--- src/rtl/pin_filter_pkg.sv ---
package pin_filter_pkg;

    typedef enum logic [2:0] {
        ADDR_FILT_ON   = 3'd0,
        ADDR_FILT_OFF  = 3'd1,
        ADDR_FILT_STAT = 3'd2,
        ADDR_SLOW_SET  = 3'd3,
        ADDR_SLOW_CLR  = 3'd4,
        ADDR_SLOW_STAT = 3'd5,
        ADDR_DIV       = 3'd6,
        ADDR_PIN_STAT  = 3'd7
    } reg_addr_e;

    typedef enum logic {
        LINE_SETTLED   = 1'b0,
        LINE_CANDIDATE = 1'b1
    } line_state_e;

endpackage

--- src/rtl/pin_sync.sv ---
module pin_sync #(
    parameter int NPINS  = 32,
    parameter int STAGES = 2
) (
    input  logic             clk,
    input  logic             rst_n,
    input  logic             run,
    input  logic [NPINS-1:0] din,
    output logic [NPINS-1:0] dout
);
    logic [NPINS-1:0] stage_q [STAGES];

    genvar s;
    generate
        for (s = 0; s < STAGES; s++) begin : g_stage
            always_ff @(posedge clk or negedge rst_n) begin
                if (!rst_n) begin
                    stage_q[s] <= '0;
                end else if (run) begin
                    if (s == 0) stage_q[s] <= din;
                    else        stage_q[s] <= stage_q[(s > 0) ? s-1 : 0];
                end
            end
        end
    endgenerate

    assign dout = stage_q[STAGES-1];
endmodule

--- src/rtl/slow_divider.sv ---
module slow_divider #(
    parameter int DIV_W = 14
) (
    input  logic             clk,
    input  logic             rst_n,
    input  logic             run,
    input  logic             slow_tick,
    input  logic [DIV_W-1:0] div,
    output logic             half_tick
);
    logic [DIV_W-1:0] cnt_q;

    assign half_tick = run && slow_tick && (cnt_q >= div);

    always_ff @(posedge clk or negedge rst_n) begin
        if (!rst_n) begin
            cnt_q <= '0;
        end else if (run && slow_tick) begin
            cnt_q <= half_tick ? '0 : cnt_q + 1'b1;
        end
    end
endmodule

--- src/rtl/line_filter.sv ---
module line_filter
    import pin_filter_pkg::*;
(
    input  logic clk,
    input  logic rst_n,
    input  logic run,
    input  logic filt_on,
    input  logic slow_mode,
    input  logic half_tick,
    input  logic din,
    output logic dout
);
    line_state_e state_q, state_d;
    logic        out_q, out_d;
    logic        sample_now;

    assign sample_now = slow_mode ? half_tick : 1'b1;

    always_ff @(posedge clk or negedge rst_n) begin
        if (!rst_n) begin
            state_q <= LINE_SETTLED;
            out_q   <= 1'b0;
        end else begin
            state_q <= state_d;
            out_q   <= out_d;
        end
    end

    always_comb begin
        state_d = state_q;
        out_d   = out_q;
        if (!run) begin
            state_d = state_q;
        end else if (!filt_on) begin
            state_d = LINE_SETTLED;
            out_d   = din;
        end else if (sample_now) begin
            unique case (state_q)
                LINE_SETTLED: begin
                    if (din != out_q) state_d = LINE_CANDIDATE;
                end
                LINE_CANDIDATE: begin
                    if (din != out_q) out_d = din;
                    state_d = LINE_SETTLED;
                end
                default: state_d = LINE_SETTLED;
            endcase
        end
    end

    assign dout = out_q;
endmodule

--- src/rtl/filter_regs.sv ---
module filter_regs
    import pin_filter_pkg::*;
#(
    parameter int NPINS = 32,
    parameter int DIV_W = 14
) (
    input  logic             clk,
    input  logic             rst_n,
    input  logic             wr_en,
    input  logic [2:0]       wr_addr,
    input  logic [NPINS-1:0] wr_data,
    output logic [NPINS-1:0] filt_en,
    output logic [NPINS-1:0] slow_sel,
    output logic [DIV_W-1:0] div
);
    reg_addr_e addr;
    assign addr = reg_addr_e'(wr_addr);

    always_ff @(posedge clk or negedge rst_n) begin
        if (!rst_n) begin
            filt_en  <= '0;
            slow_sel <= '0;
            div      <= '0;
        end else if (wr_en) begin
            unique case (addr)
                ADDR_FILT_ON:  filt_en  <= filt_en | wr_data;
                ADDR_FILT_OFF: filt_en  <= filt_en & ~wr_data;
                ADDR_SLOW_SET: slow_sel <= slow_sel | wr_data;
                ADDR_SLOW_CLR: slow_sel <= slow_sel & ~wr_data;
                ADDR_DIV:      div      <= wr_data[DIV_W-1:0];
                default: ;
            endcase
        end
    end
endmodule

--- src/rtl/pin_filter_bank.sv ---
module pin_filter_bank
    import pin_filter_pkg::*;
#(
    parameter int NPINS = 32,
    parameter int DIV_W = 14
) (
    input  logic             clk,
    input  logic             rst_n,
    input  logic             clk_run,
    input  logic             slow_tick,
    input  logic [NPINS-1:0] pin_in,
    input  logic             wr_en,
    input  logic [2:0]       wr_addr,
    input  logic [NPINS-1:0] wr_data,
    input  logic [2:0]       rd_addr,
    output logic [NPINS-1:0] rd_data
);
    localparam int PAD_W = NPINS - DIV_W;

    logic [NPINS-1:0] sync_q;
    logic [NPINS-1:0] filt_en;
    logic [NPINS-1:0] slow_sel;
    logic [DIV_W-1:0] div;
    logic             half_tick;
    logic [NPINS-1:0] pin_level;

    pin_sync #(.NPINS(NPINS), .STAGES(2)) sync_i (
        .clk(clk), .rst_n(rst_n), .run(clk_run), .din(pin_in), .dout(sync_q)
    );

    filter_regs #(.NPINS(NPINS), .DIV_W(DIV_W)) regs_i (
        .clk(clk), .rst_n(rst_n), .wr_en(wr_en), .wr_addr(wr_addr),
        .wr_data(wr_data), .filt_en(filt_en), .slow_sel(slow_sel), .div(div)
    );

    slow_divider #(.DIV_W(DIV_W)) div_i (
        .clk(clk), .rst_n(rst_n), .run(clk_run), .slow_tick(slow_tick),
        .div(div), .half_tick(half_tick)
    );

    genvar i;
    generate
        for (i = 0; i < NPINS; i++) begin : g_line
            line_filter line_i (
                .clk(clk), .rst_n(rst_n), .run(clk_run),
                .filt_on(filt_en[i]), .slow_mode(slow_sel[i]),
                .half_tick(half_tick), .din(sync_q[i]), .dout(pin_level[i])
            );
        end
    endgenerate

    always_comb begin
        unique case (reg_addr_e'(rd_addr))
            ADDR_FILT_STAT: rd_data = filt_en;
            ADDR_SLOW_STAT: rd_data = slow_sel;
            ADDR_DIV:       rd_data = {{PAD_W{1'b0}}, div};
            ADDR_PIN_STAT:  rd_data = pin_level;
            default:        rd_data = '0;
        endcase
    end
endmodule

--- config.mk ---
export PLATFORM = sky130hd
export DESIGN_NAME = pin_filter_bank
export DESIGN_NICKNAME = d
export VERILOG_FILES = /design/src/rtl/pin_filter_pkg.sv /design/src/rtl/pin_sync.sv /design/src/rtl/slow_divider.sv /design/src/rtl/line_filter.sv /design/src/rtl/filter_regs.sv /design/src/rtl/pin_filter_bank.sv
export SDC_FILE = /design/constraint.sdc
export NUM_CORES = 1
export LEC_CHECK = 0
export BUFFER_PORTS_ARGS = -buffer_cell sky130_fd_sc_hd__buf_2
export CORE_MARGIN = 2
export CORE_UTILIZATION = 50
export CTS_CLUSTER_DIAMETER = 120
export CTS_CLUSTER_SIZE = 24
export DETAILED_ROUTE_END_ITERATION = 8
export PLACE_DENSITY = 0.69
export SYNTH_ARGS = -nofsm -noshare
export SYNTH_HDL_FRONTEND = slang
export SYNTH_SLANG_ARGS = --single-unit
export TNS_END_PERCENT = 30
--- constraint.sdc ---
create_clock -name clk -period 2.57 [get_ports clk]
set_input_delay 0.1285 -clock clk [delete_from_list [all_inputs] [get_ports clk]]
set_output_delay 0.1285 -clock clk [all_outputs]
set_load 0.01 [all_outputs]
## Word level (Yosys, flattened, before mapping)

Cells that the tools add are included.

| operators by class | value |
|---|---|
| add/subtract/negate cells | 1 |
| bitwise operators | 37 |
| reductions and logical operators | 72 |
| equal/unequal tests | 136 |
| order comparisons | 1 |
| mux-type cells | 292 |

Operator list:

| cell | count |
|---|---|
| $mux W1 | 256 |
| $ne A2 B1 Y1 const B | 96 |
| $pmux W32 S2 | 2 |
| $pmux W32 S4 | 1 |
| $reduce_and A4 Y1 | 32 |
| $reduce_and A2 Y1 | 35 |
| $and A32 B32 Y32 | 2 |
| $or A32 B32 Y32 | 2 |
| $pmux W1 S2 | 32 |
| $ne A1 B1 Y1 | 32 |
| $not A1 Y1 | 32 |
| $not A32 Y32 | 1 |
| $eq A3 B3 Y1 const B | 5 |
| $add A14 B1 Y14 const B | 1 |
| $ge A14 B14 Y1 | 1 |
| $mux W14 | 1 |
| $eq A3 B2 Y1 const B | 2 |
| $reduce_bool A2 Y1 | 2 |
| $eq A3 B1 Y1 const B | 1 |
| $logic_not A3 Y1 | 1 |
| $logic_and A1 B1 Y1 | 2 |

| storage, ports and cells | value |
|---|---|
| input port bits | 75 |
| flip-flop bits (word level) | 220 |
| logic and storage cells | 609 |
| output and inout port bits | 32 |

## Depth between registers and ports, before layout

Gate-level depths: netlist of run 1.

| logic depth | value |
|---|---|
| word-level depth | 5 |
| depth in mapped cells | 9 |
| gate-level depth less buffers | 7 |

## By module

Synthesis of run 1 repeated with hierarchy kept, for this count alone.

| unflattened totals | value |
|---|---|
| cells, all modules | 1032 |
| area total of the unflattened synthesis | 12216.7 µm² |

Modules (own cells, without submodules):

| module | sequential area each (µm²) | area each (µm²) | instances | cells each |
|---|---|---|---|---|
| line_filter | 50.0 | 116.4 | 32 | 10 |
| filter_regs | 1951.9 | 3425.8 | 1 | 315 |
| pin_sync | 1601.5 | 2919.0 | 1 | 167 |
| slow_divider | 350.3 | 1099.8 | 1 | 120 |
| pin_filter_bank | 0.0 | 1048.5 | 1 | 110 |

## Worst setup path before layout of run 1

No wires, ideal clock.

| path | value |
|---|---|
| kind | register to register |
| start | register div_i.cnt_q[12] |
| end | register g_line[15].line_i.state_q |
| data arrival time | 1.993 ns |
| slack | 0.452 ns |
| setup time | 0.125 ns |
| buffers on the path | 1 |
| stages on the path, launching flop included | 8 |
| required time | 2.445 ns |
| cells stage by stage | dfrtp_1 ha_1 a21oi_2 a21boi_2 o31a_2 clkbuf_8 a211oi_2 mux2_2 |

| on the way | value |
|---|---|
| word-level cells in the longest chain between the ends | 5 |

RTL lines:

| what | RTL line | source |
|---|---|---|
| start, declared | slow_divider.sv:11 | `logic [DIV_W-1:0] cnt_q;` |
| start signal, assigned | slow_divider.sv:19 | `cnt_q <= half_tick ? '0 : cnt_q + 1'b1;` |
| $ge A14 B14 Y1 | slow_divider.sv:13 | `assign half_tick = run && slow_tick && (cnt_q >= div);` |
| $logic_and A1 B1 Y1 | slow_divider.sv:13 |  |
| $mux W1 | line_filter.sv:17 | `assign sample_now = slow_mode ? half_tick : 1'b1;` |
| $ne A2 B1 Y1 (no source line) | n/a |  |
| $reduce_and A2 Y1 (no source line) | n/a |  |
| end signal, assigned | line_filter.sv:24 | `state_q <= state_d;` |
| end, declared | line_filter.sv:13 | `line_state_e state_q, state_d;` |

Every way passes these cells.
A chain may end at the register's enable or synchronous reset.

## Final worst setup path of run 1

| path | value |
|---|---|
| start | register div_i.cnt_q[12] |
| end | register g_line[31].line_i.state_q |

| on the way | value |
|---|---|
| word-level cells in the longest chain between the ends | 5 |

RTL lines:

| what | RTL line |
|---|---|
| $ge A14 B14 Y1 | slow_divider.sv:13 |
| $logic_and A1 B1 Y1 | slow_divider.sv:13 |
| $mux W1 | line_filter.sv:17 |
| $ne A2 B1 Y1 (no source line) | n/a |
| $reduce_and A2 Y1 (no source line) | n/a |
| end signal, assigned | line_filter.sv:24 |
| end, declared | line_filter.sv:13 |

Every way passes these cells.

==> flow_results.xml, run 1 <==
<?xml version="1.0" encoding="UTF-8"?>
<metrics>
  <group name="global_routing">
    <metric name="grt_first_pass_wirelength" unit="um">47150</metric>
    <metric name="grt_pass1_vias" unit="">8953</metric>
    <metric name="grt_start_max_net_pins" unit="">92</metric>
    <metric name="antenna_found_initial" unit="">3</metric>
    <metric name="overflow" unit="">0</metric>
    <metric name="grtUsageTotal" unit="%">23.95</metric>
  </group>
  <group name="cts">
    <metric name="clock_tree_from_tritoncts" unit="">yes</metric>
    <metric name="tritoncts.num_buffers" unit="">13</metric>
    <metric name="cts_buffer_depth" unit="">3</metric>
    <metric name="worstSkewPairLatency" unit="ns">0.47</metric>
    <metric name="clock_tree.htree_level_count" unit="">1</metric>
    <metric name="cts_sinks" unit="">220</metric>
    <metric name="clock_tree_root" unit="">sky130_fd_sc_hd__clkbuf_16</metric>
    <metric name="cts.clk_slew.worst_paths" unit="ns">0.10</metric>
  </group>
  <group name="power_and_ir_drop">
    <metric name="power.ir.vdd_worst" unit="V">0.0007558</metric>
    <metric name="power_density" unit="nW/um^2">804.5</metric>
    <metric name="cellLeakagePower" unit="nW">5.966</metric>
  </group>
  <group name="worst_setup_path">
    <metric name="crit_path_end_kind" unit="">flip-flop</metric>
    <metric name="cp_data_arrival_time" unit="ns">2.70</metric>
    <metric name="crit_buf_inv" unit="">1</metric>
    <metric name="crit_path_cell_trace" unit="">ha_1, nand4_1, a211o_4, nor2_8, buf_12, a211oi_2, mux2_1</metric>
    <metric name="cp_slowest_cell" unit="">sky130_fd_sc_hd__dfrtp_1</metric>
    <metric name="stage_delay_of_the_slowest_cell_on_the_critical_path" unit="ns">0.42</metric>
    <metric name="critical_path_required" unit="ns">2.93</metric>
    <metric name="cp_max_fo" unit="">16</metric>
    <metric name="critical_path.top_delay_family" unit="">compound AO/OA/AOI/OAI gates</metric>
    <metric name="type_of_origin_of_the_critical_path" unit="">flip-flop</metric>
    <metric name="timing.setup.critical_path_class" unit="">flip-flop to flip-flop</metric>
  </group>
  <group name="placement">
    <metric name="gp_congestion" unit="">0.8553</metric>
    <metric name="dp_hpwl" unit="um">19850</metric>
    <metric name="io_buffers" unit="">106</metric>
    <metric name="postPlaceCellArea" unit="um^2">12800</metric>
    <metric name="dp_worst_setup_slack" unit="ns">0.1395</metric>
  </group>
  <group name="drt">
    <metric name="drt-pass1-iter-count" unit="">5</metric>
    <metric name="detail_route.iter0.violations" unit="">584</metric>
    <metric name="drt-vias-per-instance" unit="">5.713</metric>
    <metric name="routedWlPerCell" unit="um">18.59</metric>
    <metric name="drcViolationCount" unit="">0</metric>
    <metric name="wirelength" unit="um">29630</metric>
    <metric name="antenna_violating_nets_post_route" unit="">0</metric>
    <metric name="vias" unit="">9106</metric>
  </group>
  <group name="timing">
    <metric name="worst_pin_slew" unit="ns">0.5169</metric>
    <metric name="timing_hold_violations_final" unit="">0</metric>
    <metric name="timing.final.setup_violations" unit="">0</metric>
    <metric name="clock-skew-final" unit="ns">0.02473</metric>
    <metric name="max_slew_margin" unit="%">65.54</metric>
    <metric name="final_max_slew_viol_count" unit="">0</metric>
    <metric name="layout_setup_ws" unit="ns">0.2314</metric>
    <metric name="layout_worst_path_cycle_share" unit="%">91.00</metric>
    <metric name="grt_setup_unrepaired" unit="">no</metric>
    <metric name="final.hold.worst_slack" unit="ns">0.01515</metric>
    <metric name="max_clock_freq" unit="GHz">0.4276</metric>
    <metric name="setup_tns" unit="ns">0</metric>
    <metric name="min_period" unit="ns">2.339</metric>
  </group>
  <group name="logic_synthesis">
    <metric name="post_synthesis_instance_area" unit="um^2">11850</metric>
    <metric name="ys_dominant_reg_cell" unit="">sky130_fd_sc_hd__dfrtp_1</metric>
    <metric name="postSynthNetCount" unit="">1196</metric>
    <metric name="netlist_top_cells_area" unit="">sky130_fd_sc_hd__dfrtp_1 46%, sky130_fd_sc_hd__mux2_2 9.0%, sky130_fd_sc_hd__nand2_1 4.5%, sky130_fd_sc_hd__a211oi_2 3.3%, sky130_fd_sc_hd__o211ai_2 3.2%</metric>
    <metric name="netlist.top_cell.by_area" unit="">sky130_fd_sc_hd__dfrtp_1</metric>
    <metric name="post_synthesis_average_cell_area" unit="um^2">10.71</metric>
    <metric name="synthesis.yosys.warnings" unit="">0</metric>
    <metric name="sequential_share_of_the_synthesized_area" unit="%">46.47</metric>
    <metric name="synth.ff_latch_count" unit="">220</metric>
    <metric name="mapped_cells" unit="">1106</metric>
    <metric name="yosys.cell_types.count" unit="">53</metric>
    <metric name="synth_top_cell_area_share" unit="%">46.47</metric>
    <metric name="synth-edff-count" unit="">0</metric>
    <metric name="synth_async_sr_flop_share" unit="%">100.0</metric>
  </group>
  <group name="cells_and_area">
    <metric name="n_fill_cell" unit="">1965</metric>
    <metric name="final_net_count" unit="">1365</metric>
    <metric name="drive_gt1_share" unit="%">26.61</metric>
    <metric name="final_util" unit="%">59.44</metric>
    <metric name="syn_to_final_growth" unit="%">17.08</metric>
    <metric name="layout.cells.most_common" unit="">sky130_fd_sc_hd__dfrtp_1</metric>
    <metric name="layout.cells.most_common_list" unit="">220 x sky130_fd_sc_hd__dfrtp_1, 143 x sky130_fd_sc_hd__nand2_1, 104 x sky130_fd_sc_hd__buf_2</metric>
    <metric name="fin_area" unit="um^2">13870</metric>
  </group>
  <group name="die">
    <metric name="core-area" unit="um^2">23330</metric>
    <metric name="chipHeight" unit="um">157.9</metric>
    <metric name="die_width" unit="um">157.9</metric>
    <metric name="core.rowCount" unit="">56</metric>
    <metric name="top_level_ports" unit="">107</metric>
    <metric name="design.die.area" unit="um^2">24940</metric>
    <metric name="initial_utilization" unit="%">50.77</metric>
  </group>
  <group name="min_path">
    <metric name="worstHoldPathType" unit="">primary input to flip-flop</metric>
  </group>
  <group name="job">
    <metric name="drv.max_cap_violation_count" unit="">0</metric>
  </group>
  <group name="status">
    <metric name="run_status" unit="">finished, final reports clean</metric>
  </group>
</metrics>
==> power by group <==
group          switching, mW  leakage [nW]  internal (mW)
clock                   1.17         0.170          0.935
sequential             0.827          2.67           4.33
combinational           1.91          3.13           1.99
total                   3.91          5.97           7.25
==> cell type report <==
class | count | area (um^2) | share of cell area, %
diodes | 1 | 2.502 | 0.01804
clock buffers | 13 | 325.3 | 2.346
clock inverters | 1 | 20.02 | 0.1443
inverters | 17 | 63.81 | 0.4601
multi-input cells | 806 | 5964 | 43.00
flip-flops and latches | 220 | 5505 | 39.69
well taps | 319 | 399.1 | 2.878
repair buffers | 217 | 1589 | 11.46
==> per-stage QoR <==
stage / power [mW] / cells
after floorplan: 7.777 / 1106
after global placement: 8.754 / 1505
after detailed placement: 8.876 / 1505
after CTS: 11.05 / 1584
after global routing: 11.88 / 1594
final: 11.16 / 1594
==> final timing paths <==
check                                          start                   endpoint  slack (ns)  cells after the start
setup / recovery                     div_i.cnt_q[12]  g_line[31].line_i.state_q        0.23                      7
hold / removal                                 wr_en                  flip-flop        0.02                      2
setup reg to reg                     div_i.cnt_q[12]  g_line[31].line_i.state_q        0.23                      7
hold reg to reg            g_line[13].line_i.state_q  g_line[13].line_i.state_q        0.51                      1
max in group asynchronous                      rst_n                  async pin        1.51                      3
min in group asynchronous                      rst_n         sync_i.stage_q[41]        0.16                      2
==> cell usage after synthesis, types with 31 or more instances <==
| cell | number |
|---|---|
| sky130_fd_sc_hd__mux2_2 | 95 |
| sky130_fd_sc_hd__o21ai_0 | 66 |
| sky130_fd_sc_hd__a21boi_0 | 32 |
| sky130_fd_sc_hd__nor2b_1 | 33 |
| sky130_fd_sc_hd__a21oi_1 | 35 |
| sky130_fd_sc_hd__a31oi_1 | 32 |
| sky130_fd_sc_hd__nand3b_1 | 32 |
| sky130_fd_sc_hd__nor2_1 | 44 |
| sky130_fd_sc_hd__a211oi_2 | 31 |
| sky130_fd_sc_hd__o211ai_1 | 39 |
| sky130_fd_sc_hd__nand2_1 | 143 |
| sky130_fd_sc_hd__xnor2_1 | 35 |
| sky130_fd_sc_hd__nand2b_1 | 33 |
| sky130_fd_sc_hd__dfrtp_1 | 220 |
==> per-layer routing <==
metal	global-route usage [%]	up-vias	routed length, um
met4	5.325	4	556
met5	0	-	30
met2	40.50	275	14140
met3	5.037	38	2056
met1	31.73	4480	12850
li1	-	4309	-
==> kinds of logic after synthesis <==
family,synth area share [%]
AND/OR/NAND/NOR,13.24
adder cells (fa/ha/maj),1.584
AO/OA/AOI/OAI,20.08
buffers and inverters,3.517
flip-flops,46.47
XOR/XNOR,3.031
multiplexers,12.07
==> timing repair <==
| item | CTS | global route |
|---|---|---|
| resized for setup | 0 | 1 |
| hold buffers | 65 | 0 |
| buffers inserted | 0 | 9 |
| hold endpoints to repair | 170 | 0 |
| setup endpoints to repair | 0 | 6 |
Power figures use the tool's default switching activity.
==> inputs of run 2 (changes only) <==
--- a/config.mk
+++ b/config.mk
@@ -6,12 +6,12 @@
 export NUM_CORES = 1
 export LEC_CHECK = 0
 export BUFFER_PORTS_ARGS = -buffer_cell sky130_fd_sc_hd__buf_2
-export CORE_MARGIN = 2
 export CORE_UTILIZATION = 50
 export CTS_CLUSTER_DIAMETER = 120
 export CTS_CLUSTER_SIZE = 24
 export DETAILED_ROUTE_END_ITERATION = 8
 export PLACE_DENSITY = 0.69
+export SKIP_CTS_REPAIR_TIMING = 1
 export SYNTH_ARGS = -nofsm -noshare
 export SYNTH_HDL_FRONTEND = slang
 export SYNTH_SLANG_ARGS = --single-unit
==> run 2 against run 1 <==
Compared with the run above: combinational power fell by 4%; worst hold slack better by 0.15 ns; final area hardly changed; non-clock buffer count decreased by 6.
==> flow_results.xml, run 2 (synthesized netlist as in run 1, its figures left out) <==
<?xml version="1.0" encoding="UTF-8"?>
<metrics>
  <group name="drt">
    <metric name="drt-vias-per-instance" unit="">5.712</metric>
    <metric name="detail_route.iter0.violations" unit="">563</metric>
    <metric name="drt-pass1-iter-count" unit="">5</metric>
    <metric name="drcViolationCount" unit="">0</metric>
    <metric name="wirelength" unit="um">29040</metric>
    <metric name="routedWlPerCell" unit="um">18.37</metric>
    <metric name="vias" unit="">9030</metric>
    <metric name="antenna_violating_nets_post_route" unit="">0</metric>
  </group>
  <group name="timing">
    <metric name="min_period" unit="ns">2.420</metric>
    <metric name="worst_pin_slew" unit="ns">0.6711</metric>
    <metric name="final_max_slew_viol_count" unit="">0</metric>
    <metric name="clock-skew-final" unit="ns">0.02479</metric>
    <metric name="timing_hold_violations_final" unit="">0</metric>
    <metric name="layout_setup_ws" unit="ns">0.1503</metric>
    <metric name="grt_setup_unrepaired" unit="">no</metric>
    <metric name="max_slew_margin" unit="%">55.26</metric>
    <metric name="layout_worst_path_cycle_share" unit="%">94.15</metric>
    <metric name="max_clock_freq" unit="GHz">0.4133</metric>
    <metric name="final.hold.worst_slack" unit="ns">0.1632</metric>
    <metric name="setup_tns" unit="ns">0</metric>
    <metric name="timing.final.setup_violations" unit="">0</metric>
  </group>
  <group name="cts">
    <metric name="worstSkewPairLatency" unit="ns">0.48</metric>
    <metric name="cts_buffer_depth" unit="">3</metric>
    <metric name="clock_tree_root" unit="">sky130_fd_sc_hd__clkbuf_16</metric>
    <metric name="clock_tree.htree_level_count" unit="">1</metric>
    <metric name="cts_sinks" unit="">220</metric>
    <metric name="clock_tree_from_tritoncts" unit="">yes</metric>
    <metric name="cts.clk_slew.worst_paths" unit="ns">0.10</metric>
    <metric name="tritoncts.num_buffers" unit="">13</metric>
  </group>
  <group name="cells_and_area">
    <metric name="multiInputGateArea" unit="um^2">5961</metric>
    <metric name="drive_gt1_share" unit="%">26.10</metric>
    <metric name="final_util" unit="%">60.55</metric>
    <metric name="diodes" unit="">0</metric>
    <metric name="layout.cells.most_common" unit="">sky130_fd_sc_hd__dfrtp_1</metric>
    <metric name="layout.cells.non_filler" unit="">1581</metric>
    <metric name="layout.cells.most_common_list" unit="">220 x sky130_fd_sc_hd__dfrtp_1, 143 x sky130_fd_sc_hd__nand2_1, 104 x sky130_fd_sc_hd__buf_2</metric>
    <metric name="register_area" unit="um^2">5505</metric>
    <metric name="final_net_count" unit="">1359</metric>
    <metric name="syn_to_final_growth" unit="%">17.13</metric>
    <metric name="n_fill_cell" unit="">1891</metric>
  </group>
  <group name="worst_setup_path">
    <metric name="crit_start" unit="">regs_i.div[12]</metric>
    <metric name="worstReg2RegStart" unit="">regs_i.div[12]</metric>
    <metric name="cp_slowest_cell" unit="">sky130_fd_sc_hd__mux2_2</metric>
    <metric name="critical_path_required" unit="ns">2.94</metric>
    <metric name="cp_max_fo" unit="">18</metric>
    <metric name="crit_path_end_kind" unit="">flip-flop</metric>
    <metric name="type_of_origin_of_the_critical_path" unit="">flip-flop</metric>
    <metric name="critical_path.top_delay_family" unit="">compound AO/OA/AOI/OAI gates</metric>
    <metric name="cp_data_arrival_time" unit="ns">2.79</metric>
    <metric name="crit_buf_inv" unit="">2</metric>
    <metric name="timing.setup.critical_path_class" unit="">flip-flop to flip-flop</metric>
    <metric name="crit_path_cell_trace" unit="">inv_1, ha_1, a21oi_2, a21boi_2, o31a_2, buf_4, a211oi_1, mux2_2</metric>
    <metric name="stage_delay_of_the_slowest_cell_on_the_critical_path" unit="ns">0.38</metric>
  </group>
  <group name="min_path">
    <metric name="min_from" unit="">wr_en</metric>
    <metric name="worstHoldPathType" unit="">primary input to flip-flop</metric>
  </group>
  <group name="power_and_ir_drop">
    <metric name="switching_share" unit="%">35.05</metric>
    <metric name="power_density" unit="nW/um^2">794.4</metric>
    <metric name="power.ir.vdd_worst" unit="V">0.0006084</metric>
    <metric name="power_report.internal_total" unit="mW">7.160</metric>
    <metric name="pwr-share-comb" unit="%">34.0</metric>
    <metric name="sw_pwr" unit="mW">3.863</metric>
    <metric name="clockPowerShare" unit="%">19.0</metric>
    <metric name="pwr-share-seq" unit="%">47.0</metric>
    <metric name="cellLeakagePower" unit="nW">5.969</metric>
  </group>
  <group name="global_routing">
    <metric name="overflow" unit="">0</metric>
    <metric name="grt_start_max_net_pins" unit="">97</metric>
    <metric name="antenna_found_initial" unit="">1</metric>
    <metric name="grtUsageTotal" unit="%">24.05</metric>
    <metric name="grt_pass1_vias" unit="">8703</metric>
    <metric name="grt_first_pass_wirelength" unit="um">46300</metric>
  </group>
  <group name="die">
    <metric name="initial_utilization" unit="%">51.70</metric>
    <metric name="chipHeight" unit="um">155.9</metric>
    <metric name="die_width" unit="um">155.9</metric>
    <metric name="core.rowCount" unit="">55</metric>
    <metric name="top_level_ports" unit="">107</metric>
    <metric name="core-area" unit="um^2">22920</metric>
    <metric name="design.die.area" unit="um^2">24310</metric>
  </group>
  <group name="placement">
    <metric name="post-place-cells" unit="">1501</metric>
    <metric name="dp_hpwl" unit="um">19520</metric>
    <metric name="dp_worst_setup_slack" unit="ns">0.1707</metric>
    <metric name="gp_congestion" unit="">0.8706</metric>
    <metric name="io_buffers" unit="">106</metric>
  </group>
  <group name="status">
    <metric name="run_status" unit="">finished, final reports clean</metric>
  </group>
  <group name="job">
    <metric name="drv.max_cap_violation_count" unit="">0</metric>
  </group>
</metrics>
[run 2: cell count changes in the layout (fill, tap and decap cells not counted)]
cell,previous run,this run
sky130_fd_sc_hd__a21oi_1,34,35
sky130_fd_sc_hd__a21oi_2,2,1
sky130_fd_sc_hd__buf_12,4,9
sky130_fd_sc_hd__buf_4,43,31
sky130_fd_sc_hd__diode_2,1,0
sky130_fd_sc_hd__dlygate4sd3_1,65,66
[run 2: per-layer routing]
| layer | up-vias | track usage (%) | wire length (um) |
|---|---|---|---|
| li1 | 4298 | - | - |
| met1 | 4470 | 33.06 | 13040 |
| met2 | 226 | 40.45 | 13920 |
| met3 | 34 | 3.028 | 1550 |
| met4 | 2 | 5.649 | 518 |
| met5 | - | 0 | 12 |
[run 2: per-stage QoR]
step | cell area (um^2) | total power, mW
global route | 13880 | 11.72
finish | 13880 | 11.02
CTS | 13220 | 11.02
detailed placement | 12870 | 8.917
global placement | 12870 | 8.805
floorplan | 11850 | 7.777
[run 2: power by group through the flow]
stage	Sequential (mW)	Combinational [mW]	Clock [mW]
finish	5.18	3.75	2.09
global route	5.32	4.15	2.25
CTS	5.17	3.69	2.16
detailed placement	5.22	3.69	0
global placement	5.20	3.61	0
floorplan	4.97	2.81	0
[run 2: worst paths after layout]
check | depth (start not counted) | endpoint | slack, ns
worst max-delay path | 8 | g_line[8].line_i.state_q | 0.15
worst min-delay path | 2 | flip-flop | 0.16
worst max register to register | 8 | g_line[8].line_i.state_q | 0.15
worst min register to register | 1 | g_line[19].line_i.state_q | 0.51
max in group asynchronous | 3 | sync_i.dout[17] | 1.64
min in group asynchronous | 2 | sync_i.stage_q[41] | 0.23
[run 2: cell type report]
cell class,instances,area share (%)
clock buffer,13,2.344
inverter,17,0.4599
multi-input combinational,806,42.96
sequential,220,39.68
clock inverter,1,0.1443
tap,313,2.822
timing repair buffer,211,11.60
